[src/rtl/movx_pkg.sv]
package movx_pkg;

  typedef enum logic [2:0] {
    ST_IDLE,
    ST_INT,
    ST_ALE,
    ST_STRB,
    ST_DONE
  } seq_state_t;

  typedef struct packed {
    logic write;
    logic dptr;
    logic stretch;
  } acc_ctl_t;

endpackage

[src/rtl/movx_route.sv]
module movx_route #(
  parameter int ADDR_W  = 16,
  parameter int DATA_W  = 8,
  parameter int XRAM_AW = 10,
  parameter int PAGE_W  = 8,
  parameter int SIZE_W  = 2
) (
  input  logic               force_ext,
  input  logic [SIZE_W-1:0]  size_code,
  input  logic               dptr,
  input  logic [ADDR_W-1:0]  addr,
  output logic               to_int,
  output logic [XRAM_AW-1:0] ram_addr
);
  localparam int LIM_W = ADDR_W + 1;

  logic [LIM_W-1:0] limit;
  logic             below_limit;

  // visible window grows in whole pages: (code + 1) pages
  assign limit       = (LIM_W'(size_code) + LIM_W'(1)) << PAGE_W;
  assign below_limit = ({1'b0, addr} < limit);

  // 8-bit indirect addresses always fall inside the first page
  assign to_int   = !force_ext && (!dptr || below_limit);
  assign ram_addr = dptr ? addr[XRAM_AW-1:0] : XRAM_AW'(addr[DATA_W-1:0]);
endmodule

[src/rtl/movx_phase_timer.sv]
module movx_phase_timer #(
  parameter int CNT_W = 5
) (
  input  logic             clk,
  input  logic             rst_n,
  input  logic             load,
  input  logic [CNT_W-1:0] load_val,
  output logic             last
);
  logic [CNT_W-1:0] cnt_q;

  always_ff @(posedge clk) begin
    if (!rst_n)               cnt_q <= '0;
    else if (load)            cnt_q <= load_val;
    else if (cnt_q != '0)     cnt_q <= cnt_q - CNT_W'(1);
  end

  assign last = (cnt_q == '0);
endmodule

[src/rtl/movx_bus_seq.sv]
module movx_bus_seq
  import movx_pkg::*;
#(
  parameter int ADDR_W     = 16,
  parameter int DATA_W     = 8,
  parameter int ALE_CYC    = 2,
  parameter int STRB_SHORT = 6,
  parameter int STRB_LONG  = 30
) (
  input  logic              clk,
  input  logic              rst_n,
  input  logic              accept,
  input  logic              acc_int,
  input  acc_ctl_t          acc_ctl,
  input  logic [ADDR_W-1:0] acc_addr,
  input  logic [DATA_W-1:0] acc_wdata,
  input  logic [DATA_W-1:0] p0_in,
  input  logic [DATA_W-1:0] ram_rdata,
  output logic              idle,
  output logic              rsp_valid,
  output logic [DATA_W-1:0] rsp_rdata,
  output logic [DATA_W-1:0] p0_out,
  output logic              p0_oe,
  output logic [DATA_W-1:0] p2_out,
  output logic              ale,
  output logic              rd_n,
  output logic              wr_n
);
  localparam int MAXV  = (STRB_LONG > STRB_SHORT) ?
                         ((STRB_LONG > ALE_CYC) ? STRB_LONG : ALE_CYC) :
                         ((STRB_SHORT > ALE_CYC) ? STRB_SHORT : ALE_CYC);
  localparam int CNT_W = $clog2(MAXV + 1);

  seq_state_t        state_q;
  acc_ctl_t          ctl_q;
  logic [DATA_W-1:0] wdata_q, rdata_q, p0_q, p2_q;
  logic              t_last, t_load;
  logic [CNT_W-1:0]  t_val;
  logic              strb_active;

  always_comb begin
    t_load = 1'b0;
    t_val  = CNT_W'(ALE_CYC - 1);
    if (state_q == ST_IDLE && accept && !acc_int) begin
      t_load = 1'b1;
    end else if (state_q == ST_ALE && t_last) begin
      t_load = 1'b1;
      t_val  = ctl_q.stretch ? CNT_W'(STRB_LONG - 1) : CNT_W'(STRB_SHORT - 1);
    end
  end

  movx_phase_timer #(.CNT_W(CNT_W)) u_timer (
    .clk      (clk),
    .rst_n    (rst_n),
    .load     (t_load),
    .load_val (t_val),
    .last     (t_last)
  );

  always_ff @(posedge clk) begin
    if (!rst_n) begin
      state_q <= ST_IDLE;
      ctl_q   <= '0;
      wdata_q <= '0;
      rdata_q <= '0;
      p0_q    <= '1;
      p2_q    <= '1;
    end else begin
      unique case (state_q)
        ST_IDLE: if (accept) begin
          if (acc_int) begin
            state_q <= ST_INT;
          end else begin
            state_q <= ST_ALE;
            ctl_q   <= acc_ctl;
            wdata_q <= acc_wdata;
            p0_q    <= acc_addr[DATA_W-1:0];
            if (acc_ctl.dptr) p2_q <= acc_addr[ADDR_W-1:ADDR_W-DATA_W];
          end
        end
        ST_ALE: if (t_last) begin
          state_q <= ST_STRB;
          if (ctl_q.write) p0_q <= wdata_q;
        end
        ST_STRB: if (t_last) begin
          state_q <= ST_DONE;
          if (!ctl_q.write) rdata_q <= p0_in;
        end
        ST_INT:  state_q <= ST_IDLE;
        ST_DONE: state_q <= ST_IDLE;
        default: state_q <= ST_IDLE;
      endcase
    end
  end

  assign strb_active = (state_q == ST_STRB);
  assign idle        = (state_q == ST_IDLE);
  assign ale         = (state_q == ST_ALE);
  assign p0_oe       = ale || (strb_active && ctl_q.write);
  assign rd_n        = !(strb_active && !ctl_q.write);
  assign wr_n        = !(strb_active && ctl_q.write);
  assign rsp_valid   = (state_q == ST_INT) || (state_q == ST_DONE);
  assign rsp_rdata   = (state_q == ST_INT) ? ram_rdata : rdata_q;
  assign p0_out      = p0_q;
  assign p2_out      = p2_q;

  // checker state: length of the current run of an asserted strobe
  logic [CNT_W:0] low_run_q;
  always_ff @(posedge clk) begin
    if (!rst_n)              low_run_q <= '0;
    else if (!(rd_n && wr_n)) low_run_q <= low_run_q + (CNT_W+1)'(1);
    else                     low_run_q <= '0;
  end

  a_r7_strobes_exclusive: assert property (@(posedge clk) disable iff (!rst_n)
    !(!rd_n && !wr_n));

  a_r8_strobe_length: assert property (@(posedge clk) disable iff (!rst_n)
    $rose(rd_n && wr_n) |->
      (low_run_q == (ctl_q.stretch ? (CNT_W+1)'(STRB_LONG) : (CNT_W+1)'(STRB_SHORT))));

  a_r9_single_done: assert property (@(posedge clk) disable iff (!rst_n)
    rsp_valid |=> !rsp_valid);

  a_r6_page_held: assert property (@(posedge clk) disable iff (!rst_n)
    (!idle && state_q != ST_INT && !ctl_q.dptr) |-> $stable(p2_out));

  a_r1_bus_quiet: assert property (@(posedge clk) disable iff (!rst_n)
    (state_q == ST_INT) |-> (!ale && rd_n && wr_n && !p0_oe && $stable(p0_out) && $stable(p2_out)));
endmodule

[src/rtl/movx_router.sv]
module movx_router
  import movx_pkg::*;
#(
  parameter int ADDR_W     = 16,
  parameter int DATA_W     = 8,
  parameter int XRAM_AW    = 10,
  parameter int PAGE_W     = 8,
  parameter int SIZE_W     = 2,
  parameter int ALE_CYC    = 2,
  parameter int STRB_SHORT = 6,
  parameter int STRB_LONG  = 30
) (
  input  logic               clk,
  input  logic               rst_n,
  input  logic               req_valid,
  output logic               req_ready,
  input  logic               req_write,
  input  logic               req_dptr,
  input  logic [ADDR_W-1:0]  req_addr,
  input  logic [DATA_W-1:0]  req_wdata,
  input  logic               cfg_force_ext,
  input  logic [SIZE_W-1:0]  cfg_xram_size,
  input  logic               cfg_stretch,
  output logic               rsp_valid,
  output logic [DATA_W-1:0]  rsp_rdata,
  output logic               ram_en,
  output logic               ram_we,
  output logic [XRAM_AW-1:0] ram_addr,
  output logic [DATA_W-1:0]  ram_wdata,
  input  logic [DATA_W-1:0]  ram_rdata,
  input  logic [DATA_W-1:0]  p0_in,
  output logic [DATA_W-1:0]  p0_out,
  output logic               p0_oe,
  output logic [DATA_W-1:0]  p2_out,
  output logic               ale,
  output logic               rd_n,
  output logic               wr_n
);
  logic     idle, accept, to_int;
  acc_ctl_t ctl;

  movx_route #(
    .ADDR_W(ADDR_W), .DATA_W(DATA_W), .XRAM_AW(XRAM_AW),
    .PAGE_W(PAGE_W), .SIZE_W(SIZE_W)
  ) u_route (
    .force_ext (cfg_force_ext),
    .size_code (cfg_xram_size),
    .dptr      (req_dptr),
    .addr      (req_addr),
    .to_int    (to_int),
    .ram_addr  (ram_addr)
  );

  assign req_ready   = idle;
  assign accept      = req_valid && idle;
  assign ctl.write   = req_write;
  assign ctl.dptr    = req_dptr;
  assign ctl.stretch = cfg_stretch;
  assign ram_en      = accept && to_int;
  assign ram_we      = req_write;
  assign ram_wdata   = req_wdata;

  movx_bus_seq #(
    .ADDR_W(ADDR_W), .DATA_W(DATA_W), .ALE_CYC(ALE_CYC),
    .STRB_SHORT(STRB_SHORT), .STRB_LONG(STRB_LONG)
  ) u_seq (
    .clk       (clk),
    .rst_n     (rst_n),
    .accept    (accept),
    .acc_int   (to_int),
    .acc_ctl   (ctl),
    .acc_addr  (req_addr),
    .acc_wdata (req_wdata),
    .p0_in     (p0_in),
    .ram_rdata (ram_rdata),
    .idle      (idle),
    .rsp_valid (rsp_valid),
    .rsp_rdata (rsp_rdata),
    .p0_out    (p0_out),
    .p0_oe     (p0_oe),
    .p2_out    (p2_out),
    .ale       (ale),
    .rd_n      (rd_n),
    .wr_n      (wr_n)
  );

  a_r4_forced_external: assert property (@(posedge clk) disable iff (!rst_n)
    (accept && cfg_force_ext) |=> !rsp_valid);

  a_r4_ram_off_when_forced: assert property (@(posedge clk) disable iff (!rst_n)
    cfg_force_ext |-> !ram_en);

  a_r9_ready_when_idle: assert property (@(posedge clk) disable iff (!rst_n)
    (req_valid && req_ready) |=> !req_ready);
endmodule

[config.mk]
export PLATFORM = sky130hd
export DESIGN_NAME = movx_router
export DESIGN_NICKNAME = d
export VERILOG_FILES = /design/src/rtl/movx_pkg.sv /design/src/rtl/movx_route.sv /design/src/rtl/movx_phase_timer.sv /design/src/rtl/movx_bus_seq.sv /design/src/rtl/movx_router.sv
export SDC_FILE = /design/constraint.sdc
export NUM_CORES = 1
export LEC_CHECK = 0
export CAP_MARGIN = 20
export CORE_MARGIN = 5
export CORE_UTILIZATION = 46
export CTS_BUF_LIST = sky130_fd_sc_hd__clkbuf_8
export CTS_CLUSTER_DIAMETER = 100
export DETAILED_ROUTE_END_ITERATION = 8
export DONT_BUFFER_PORTS = 1
export GPL_TIMING_DRIVEN = 0
export HOLD_SLACK_MARGIN = 0.12
export PLACE_DENSITY = 0.69
export SYNTH_ARGS = -nofsm -noshare
export SYNTH_HDL_FRONTEND = slang
export SYNTH_SLANG_ARGS = --single-unit
[constraint.sdc]
create_clock -name clk -period 2.5 [get_ports clk]
set_input_delay 0.5 -clock clk [delete_from_list [all_inputs] [get_ports clk]]
set_output_delay 0.5 -clock clk [all_outputs]
set_load 0.1 [all_outputs]
==> results.yml <==
setup_path:
  cp_max_fo: 2
  cp-start-kind: "primary input"
  endpoint: "ram_en"
  ff2ff_path_depth: 7
  r2r-end: "u_seq.p0_out[0]$_SDFFE_PN1P_"
  path_class: "primary input to output pin"
  slowest_stage: "nor2_4"
  crit_path_cell_trace: "ha_4 > inv_2 > ha_4 > o21ai_1 > o211a_2 > nor2_4 > nor2_4"
  r2r_start: "u_seq.u_timer.cnt_q[0]$_SDFFE_PN0P_"
  cp-startpoint: "cfg_xram_size[1]"
  required_ns: 2.00
  critPathArrivalTime_ns: 1.94
  ff2ff_setup_slack_ns: 0.44
  crit_path_max_incr_delay_ns: 0.52
  critPathCaptureType: "output pin"
detailed_routing:
  drt-total-wl_um: 5160
  drtIter0Drc: 51
  dr.pass1.iters: 4
  vias: 1716
  drcViolationCount: 0
  ant_nets: 0
  avgRoutedWirePerCell_um: 15.3
  vias_per_cell: 5.09
die:
  io_pins: 99
  rows: 26
  initial_utilization_pct: 46.7
  design.die.area_um2: 6620
  die_h_um: 81.3
  die_w_um: 81.3
  core_region_area_um2: 5010
grt:
  grt_pass1_wl_um: 7960
  overflow: 0
  grt_usage_pct: 15.6
  grt_max_degree: 13
  antenna_found_initial: 0
  grt_pass1_vias: 1685
logic_synthesis:
  synth_nets: 308
  synth_top_cell_area_share_pct: 35.9
  async_flop_share_pct: 0
  yosysTopAreaCell: "dfxtp_1"
  synth_edf_count: 0
  synth_cells: 255
  netlist_area_um2: 2340
  avgSynthCellArea_um2: 9.18
  synth_area_leaders: "dfxtp_1 36%, mux2i_1 11%, nor2b_1 6.9%, nand2_1 6.3%, buf_4 5.8%"
  ys.flop_type: "dfxtp_1"
  synth_common_cells: "42 x dfxtp_1, 39 x nand2_1, 26 x mux2i_1, 26 x nor2b_1, 18 x buf_4"
  synthDistinctLibCells: 42
  ys_seq_area_share_pct: 35.9
  yosysMostFrequentCell: "dfxtp_1"
  ys_warn_count: 0
  synth_seq_cells: 42
sta:
  timing.hold.ws_ns: 0.332
  fin_skew_ns: 0.0105
  tightest_slew_ns: 1.07
  max_slew_margin_pct: 28.8
  hold_viol_final: 0
  rsz0062_at_grt: "no"
  fin_tns_setup_ns: 0
  finalCriticalPeriod_ns: 2.44
  fmax_ghz: 0.409
  fin_crit_sh_pct: 97.7
  drv_slew: 0
  setup_viol: 0
clock_tree:
  path_clk_slew_ns: 0.08
  cts_buffer_depth: 2
  cts.sinks: 42
  cts_tree: "built"
  cts_buffers: 5
  htree_levels: 2
  root_buffer: "clkbuf_8"
  clock_latency_ns: 0.30
finish:
  layout-drive-gt1-share_pct: 26.2
  nNetsFinal: 319
  diodes: 0
  area_growth_pct: 14.4
power:
  switching_power_mw: 1.57
  power_leakage_nw: 1.12
  switching_share_pct: 51.9
  seq_power_share_pct: 38.9
  power_density_nw_per_um2: 1130
  vdd_drop_max_uv: 556
  intPower_mw: 1.45
  power_mw: 3.01
  p_clk_share_pct: 14.8
  power_frac_comb_pct: 46.2
place:
  place.gp.congestion: 0.781
  dp_hpwl_um: 3820
  io_buffers: 0
hold_path:
  hold_class: "primary input to flip-flop"
job:
  cap_violations: 0
outcome:
  status: "finished, final reports clean"
-- worst max-delay path: cells and delay by family --
| family | cells | cell delay [ns] |
|---|---|---|
| buffers and inverters | 1 | 0.04 |
| and+or+nand+nor | 2 | 0.57 |
| AOI/OAI and AO/OA | 2 | 0.37 |
| adders and majority gates | 2 | 0.46 |
-- cells by family (layout without fill, tap and decap cells) --
| group | Yosys count | count (layout) | share of synthesized area [%] |
|---|---|---|---|
| DFF | 42 | 42 | 35.9 |
| and+or+nand+nor | 110 | 110 | 26.0 |
| AOI/OAI and AO/OA | 15 | 15 | 4.44 |
| muxes | 43 | 43 | 20.6 |
| adders and majority gates | 4 | 4 | 2.14 |
| buffers and inverters | 38 | 50 | 9.78 |
| xor gates and xnor gates | 3 | 3 | 1.12 |
-- per-stage QoR --
stage | std cells | util (%) | setup slack, ns | instance area, um2
after global placement | 325 | 48.9 | -0.0889 | 2450
after detailed placement | 325 | 48.9 | -0.117 | 2450
after global routing | 337 | 53.5 | 0.00288 | 2680
after CTS | 333 | 51.7 | -0.0918 | 2590
final | 337 | 53.5 | 0.0576 | 2680
after floorplan | 255 | - | -0.0149 | 2360
-- sequential cells by signal (all words and copies together), names as in the netlist --
| register | cells |
|---|---|
| u_seq.ctl_q | 2 |
| u_seq.p0_out | 8 |
| u_seq.p2_out | 8 |
| u_seq.rdata_q | 8 |
| u_seq.state_q | 3 |
| u_seq.u_timer.cnt_q | 5 |
| u_seq.wdata_q | 8 |
-- cell type report --
cell class / count / area (um2)
Fill cell: 492 / 2330
Multi-Input combinational cell: 175 / 1390
Sequential cell: 42 / 841
Buffer: 31 / 205
Tap cell: 70 / 87.6
Clock buffer: 6 / 82.6
Inverter: 7 / 38.8
Timing Repair Buffer: 4 / 30.0
Clock inverter: 2 / 8.76
-- power by group through the flow --
stage	clock network, mW	registers, mW	logic [mW]
after global routing	0.492	1.19	1.49
after global placement	0	1.18	1.31
after CTS	0.465	1.17	1.38
final	0.447	1.17	1.39
after detailed placement	0	1.19	1.33
after floorplan	0	1.16	1.20
-- placed cells by master, fill, tap and decap left out, types with 2 or more instances in the layout --
cell type and instances:
buf_4 22, nor2_4 2, xnor2_1 2, nand3_1 9, clkbuf_8 6, inv_1 5
inv_2 2, buf_2 2, a211o_1 2, clkbuf_1 8, mux2_4 16, dfxtp_1 42
ha_4 2, mux2i_1 26, nor2b_1 25, nor3b_1 3, o21ai_0 3, nand2_1 37
nand2b_1 9, and2_1 3, nor3_1 4, ha_1 2, a21oi_1 2, buf_6 2
-- what timing repair did --
action / in CTS / in global routing
hold buffers: 0 / 0
gates cloned: 0 / 0
gates resized for setup: 13 / 13
setup buffers: 0 / 4
pin swaps: 1 / 5
endpoints found under the setup margin: 10 / 9
-- how the worst min path moves through the flow --
| stage | depth (start not counted) | from | end |
|---|---|---|---|
| floorplan | 2 | u_seq.ctl_q[0]$_SDFFE_PN0P_ | u_seq.ctl_q[0]$_SDFFE_PN0P_ |
| global placement | 2 | u_seq.wdata_q[5]$_SDFFE_PN0P_ | u_seq.wdata_q[5]$_SDFFE_PN0P_ |
| detailed placement | 2 | u_seq.wdata_q[3]$_SDFFE_PN0P_ | u_seq.wdata_q[3]$_SDFFE_PN0P_ |
| CTS | 2 | req_wdata[1] | u_seq.wdata_q[1]$_SDFFE_PN0P_ |
| global route | 2 | req_wdata[1] | u_seq.wdata_q[1]$_SDFFE_PN0P_ |
| finish | 2 | req_wdata[1] | u_seq.wdata_q[1]$_SDFFE_PN0P_ |
-- metal layers --
layer | vias up | wire length [um] | track usage, % | share of wire, %
met4 | 0 | 63 | 4.56 | 1.2
met3 | 6 | 543 | 6.43 | 11
met5 | - | 0 | 0 | 0
met2 | 69 | 2330 | 24.3 | 45
met1 | 783 | 2220 | 19.7 | 43
li1 | 858 | - | - | -
Note: power is estimated with default switching activity, not from simulation.
